$ cat src/rtl/gpio_pkg.sv
package gpio_pkg;

    localparam int ADDR_W = 3;

    typedef enum logic [ADDR_W-1:0] {
        A_DIR   = 3'd0,
        A_PIN   = 3'd1,
        A_LAT   = 3'd2,
        A_PUSEL = 3'd3,
        A_PUCTL = 3'd4
    } reg_addr_e;

endpackage

$ cat src/rtl/gpio_sync.sv
module gpio_sync #(
    parameter int W      = 8,
    parameter int STAGES = 2
) (
    input  logic         clk,
    input  logic         rst_n,
    input  logic [W-1:0] async_in,
    output logic [W-1:0] sync_out
);

    typedef struct packed {
        logic [STAGES-1:0][W-1:0] stage;
    } sync_t;

    sync_t sync_d, sync_q;

    always_comb begin
        sync_d          = sync_q;
        sync_d.stage[0] = async_in;
        for (int s = 1; s < STAGES; s++) begin
            sync_d.stage[s] = sync_q.stage[s-1];
        end
    end

    always_ff @(posedge clk or negedge rst_n) begin
        if (!rst_n) begin
            sync_q <= '0;
        end else begin
            sync_q <= sync_d;
        end
    end

    assign sync_out = sync_q.stage[STAGES-1];

endmodule

$ cat src/rtl/gpio_regs.sv
module gpio_regs
    import gpio_pkg::*;
#(
    parameter int W = 8
) (
    input  logic              clk,
    input  logic              rst_n,
    input  logic [ADDR_W-1:0] addr,
    input  logic              wr,
    input  logic [W-1:0]      wdata,
    output logic [W-1:0]      dir_q,
    output logic [W-1:0]      lat_q,
    output logic [W-1:0]      pusel_q,
    output logic              pudis_q
);

    typedef struct packed {
        logic [W-1:0] dir;
        logic [W-1:0] lat;
        logic [W-1:0] pusel;
        logic         pudis;
    } regs_t;

    localparam regs_t RESET_VAL = '{dir: '1, lat: '0, pusel: '0, pudis: 1'b1};

    regs_t regs_d, regs_q;

    always_comb begin
        regs_d = regs_q;
        if (wr) begin
            case (addr)
                A_DIR:          regs_d.dir   = wdata;
                A_PIN, A_LAT:   regs_d.lat   = wdata;   // pin address aliases the latch on write
                A_PUSEL:        regs_d.pusel = wdata;
                A_PUCTL:        regs_d.pudis = wdata[0];
                default:        regs_d       = regs_q;
            endcase
        end
    end

    always_ff @(posedge clk or negedge rst_n) begin
        if (!rst_n) begin
            regs_q <= RESET_VAL;
        end else begin
            regs_q <= regs_d;
        end
    end

    assign dir_q   = regs_q.dir;
    assign lat_q   = regs_q.lat;
    assign pusel_q = regs_q.pusel;
    assign pudis_q = regs_q.pudis;

endmodule

$ cat src/rtl/gpio_padctl.sv
module gpio_padctl (
    input  logic dir_in,
    input  logic lat_bit,
    input  logic pusel_bit,
    input  logic pu_disable,
    output logic oe,
    output logic dout,
    output logic pu
);

    always_comb begin
        oe   = ~dir_in;
        dout = lat_bit;
        pu   = ~pu_disable & pusel_bit & dir_in;
    end

endmodule

$ cat src/rtl/gpio_rdmux.sv
module gpio_rdmux
    import gpio_pkg::*;
#(
    parameter int W = 8
) (
    input  logic [ADDR_W-1:0] addr,
    input  logic [W-1:0]      dir_q,
    input  logic [W-1:0]      pin_sync,
    input  logic [W-1:0]      lat_q,
    input  logic [W-1:0]      pusel_q,
    input  logic              pudis_q,
    output logic [W-1:0]      rdata
);

    always_comb begin
        case (addr)
            A_DIR:   rdata = dir_q;
            A_PIN:   rdata = pin_sync;
            A_LAT:   rdata = lat_q;
            A_PUSEL: rdata = pusel_q;
            A_PUCTL: rdata = {{(W-1){1'b0}}, pudis_q};
            default: rdata = '0;
        endcase
    end

endmodule

$ cat src/rtl/gpio_port8.sv
module gpio_port8
    import gpio_pkg::*;
#(
    parameter int W           = 8,
    parameter int SYNC_STAGES = 2
) (
    input  logic              clk,
    input  logic              rst_n,
    input  logic [ADDR_W-1:0] bus_addr,
    input  logic              bus_wr,
    input  logic [W-1:0]      bus_wdata,
    output logic [W-1:0]      bus_rdata,
    input  logic [W-1:0]      pad_in,
    output logic [W-1:0]      pad_oe,
    output logic [W-1:0]      pad_out,
    output logic [W-1:0]      pad_pu
);

    logic [W-1:0] dir_q;
    logic [W-1:0] lat_q;
    logic [W-1:0] pusel_q;
    logic         pudis_q;
    logic [W-1:0] pin_sync;

    gpio_regs #(.W(W)) i_regs (
        .clk     (clk),
        .rst_n   (rst_n),
        .addr    (bus_addr),
        .wr      (bus_wr),
        .wdata   (bus_wdata),
        .dir_q   (dir_q),
        .lat_q   (lat_q),
        .pusel_q (pusel_q),
        .pudis_q (pudis_q)
    );

    gpio_sync #(.W(W), .STAGES(SYNC_STAGES)) i_sync (
        .clk      (clk),
        .rst_n    (rst_n),
        .async_in (pad_in),
        .sync_out (pin_sync)
    );

    for (genvar i = 0; i < W; i++) begin : g_pin
        gpio_padctl i_pad (
            .dir_in     (dir_q[i]),
            .lat_bit    (lat_q[i]),
            .pusel_bit  (pusel_q[i]),
            .pu_disable (pudis_q),
            .oe         (pad_oe[i]),
            .dout       (pad_out[i]),
            .pu         (pad_pu[i])
        );
    end

    gpio_rdmux #(.W(W)) i_rdmux (
        .addr     (bus_addr),
        .dir_q    (dir_q),
        .pin_sync (pin_sync),
        .lat_q    (lat_q),
        .pusel_q  (pusel_q),
        .pudis_q  (pudis_q),
        .rdata    (bus_rdata)
    );

endmodule

$ cat config.mk
export PLATFORM = sky130hd
export DESIGN_NAME = gpio_port8
export DESIGN_NICKNAME = d
export VERILOG_FILES = /design/src/rtl/gpio_pkg.sv /design/src/rtl/gpio_sync.sv /design/src/rtl/gpio_regs.sv /design/src/rtl/gpio_padctl.sv /design/src/rtl/gpio_rdmux.sv /design/src/rtl/gpio_port8.sv
export SDC_FILE = /design/constraint.sdc
export NUM_CORES = 1
export LEC_CHECK = 0
export CAP_MARGIN = 20
export CORE_ASPECT_RATIO = 1.2
export CORE_MARGIN = 2
export CORE_UTILIZATION = 51
export DETAILED_ROUTE_END_ITERATION = 10
export PLACE_DENSITY = 0.83
export RECOVER_POWER = 25
export SKIP_CTS_REPAIR_TIMING = 1
export SYNTH_ARGS = -nofsm -noshare
export SYNTH_HDL_FRONTEND = slang
export SYNTH_SLANG_ARGS = --single-unit
$ cat constraint.sdc
create_clock -name clk -period 3.4 [get_ports clk]
set_clock_uncertainty 0.05 [all_clocks]
set_input_delay 0.68 -clock clk [delete_from_list [all_inputs] [get_ports clk]]
set_output_delay 0.68 -clock clk [all_outputs]
set_load 0.02 [all_outputs]
==> run metrics <==
status complete, but fails checks; failing checks max-capacitance violations, max-slew violations; worst r2r path cells 1; Worst IR Drop VDD 0.3764 mV; CTS H-tree lvls 2; IO Pins 54; Core ar. 0.003694 mm²; P&R area growth vs syn 25.88%; setup tns final 0 ns; routed len/inst 15.45 µm; Leakage 1.049 nW; Pwr Density 592.0 mW/mm²; post-route ant nets 0; Unique masters post-synth 26; fin crit share 97.76%; port bufs 53; kind of critical path in -> out; Skew-Pair Late Insertion Delay 0.29 ns; Hold Path Cell Cnt 0; total grt overflow 0; dpl cells 225; Crit. End Element output port; DPL Wire Length 2621 µm; min cycle time layout 3.324 ns; Hold Crit Start i_sync.sync_d[11]$_DFF_PN0_; Hold Fails Final Rpt 0; Die Y 72.29 µm; DR pass1 iterations 4; critical path startpoint category input port; Vias/cell 4.910; Initial Utilization 53.66%; worst hold path endpoint i_sync.sync_out[3]$_DFF_PN0_; die footprint 0.004403 mm²; Initial DRC Count 53; RSZ-0062 raised after global routing no; std cell rows 24; Max Root-Sink Buffers 2; type of the worst min-delay path reg -> reg; RR Startpoint i_regs.pudis_q$_DFFE_PN1P_; Layout Nets 202; mean post-synth cell area 13.48 µm²; vias in the first global route 1193; Synth area leader dfrtp_1; Die X 60.91 µm; Synth Register Bits 41; Multi-input gate area 683.2 µm²; max-slew violation count 42; CTS tree built; maximum clock rate 300.8 MHz; final wirelength 3600 µm; synthesized cell area 0.001982 mm²; first-pass GRT wire length 5885 µm; DRC viols 0; Post-synth EDFFs 0; # clock sinks 41; non-filler cells, final 233; GP Congestion 0.7385; Vias 1144; antenna cells 0; initial antenna violation count 0; Crit Path Max Fanout 14; CP Data Required Time 2.67 ns; CTS buffer count 5; Synth area leaders dfrtp_1 40%, mux2_2 14%, dfstp_2 12%, buf_4 9.5%, mux4_1 9.3%; flop-to-flop setup slack 2.45 ns; share of layout cells above drive strength 1 27.07%; ys async rst share 100.0%; cell chosen for the clock root clkbuf_8; Reg clk slew, reported paths 0.07 ns; top cell type's share of synthesized area 40.40%; Final setup viols 0; Worst Tran Pin Value 2.051 ns; synthesized instance count 147; Syn Nets 169; Worst Path Arrival 2.59 ns; Placed Area 0.002376 mm²; number of fill cells in the layout 273; final instance area 0.002495 mm²; top_reg_cell synth dfrtp_1; Seq. cell area 0.001037 mm²; Seq/Total Area, Yosys 52.34%; Slew Limit Headroom -36.76%; GR Util All Layers 18.72%; Reg2Reg Capture Point i_regs.pudis_q$_DFFE_PN1P_; Max-Cap Viols 1; YS warnings 0; pin count of the biggest net entering global routing 42
[cells in the mapped netlist (2+ instances only)]
master,n
clkbuf_1,2
inv_1,8
dfstp_2,9
nor2_1,7
dfrtp_1,32
nand2_1,10
mux2_2,25
nor2b_1,6
buf_4,25
mux4_1,7
[critical path: stages]
cell	delay, ns
clkdlybuf4s50_1	0.50
buf_12	0.17
mux4_1	0.55
nor2b_1	0.14
clkdlybuf4s50_1	0.55
[logic make-up (layout without fill, tap and decap cells)]
group	after synthesis	after routing	share of synthesized area, %
muxes	33	33	23.99
and+or+nand+nor	31	31	8.902
buffers and inverters	38	72	13.19
xor gates and xnor gates	1	1	0.4420
DFF	41	41	52.34
AOI/OAI and AO/OA	3	3	1.137
[metrics by stage]
stage	utilization, %	power, mW	setup slack [ns]	hold WS (ns)
finish	67.55	1.477	0.07607	0.2995
global route	67.55	1.550	0.02691	0.3096
CTS	67.58	1.498	0.07066	0.3022
detailed placement	64.33	1.100	0.07125	0.2847
global placement	64.33	1.080	0.09556	0.2826
floorplan	-	0.9616	1.041	0.2812
[sequential cells by signal, indices dropped and copies added (netlist names)]
| name | cells |
|---|---|
| i_regs.lat_q | 8 |
| i_regs.dir_q | 8 |
| i_regs.pusel_q | 8 |
| i_sync.sync_d | 8 |
| i_regs.pudis_q | 1 |
| i_sync.sync_out | 8 |
[layout make-up]
class,instances,area share [%]
clock buffers,6,3.310
clock inverters,2,1.505
inverters,8,1.204
multi-input cells,68,27.38
flip-flops and latches,41,41.57
well taps,52,2.608
repair buffers,56,22.42
[worst max-delay path by stage]
stage                            from           end  slack, ns  cells after the start
after detailed placement  bus_addr[0]  bus_rdata[4]       0.07                      5
after CTS                 bus_addr[0]  bus_rdata[4]       0.07                      5
after floorplan           bus_addr[0]  bus_rdata[1]       1.04                      4
after global routing      bus_addr[0]  bus_rdata[6]       0.03                      5
after global placement    bus_addr[0]  bus_rdata[4]        0.1                      5
final                     bus_addr[0]  bus_rdata[6]       0.08                      5
[layer usage]
metal,vias to the layer above,GRT usage (%),routed length (µm)
li1,543,-,-
met1,559,24.66,1454
met2,35,30.11,1919
met3,7,3.565,158
met4,0,7.971,68
met5,-,0,0
[where the power goes]
part	total (mW)	leakage (nW)	internal [mW]	switching, mW
Combinational	0.437	0.520	0.244	0.193
Clock	0.393	0.0574	0.238	0.154
Sequential	0.647	0.472	0.583	0.0640
[layout by cell type (no fill, tap or decap), types with 2 or more instances in the layout]
cell              n
inv_1             8
clkdlybuf4s50_1  44
dfrtp_1          32
mux2_2           25
dlygate4sd3_1     8
buf_4             2
nand2_1          10
clkbuf_8          6
dfstp_2           9
nor2b_1           6
mux4_1            7
nor2_1            7
Note: power is estimated with default switching activity, not from simulation.
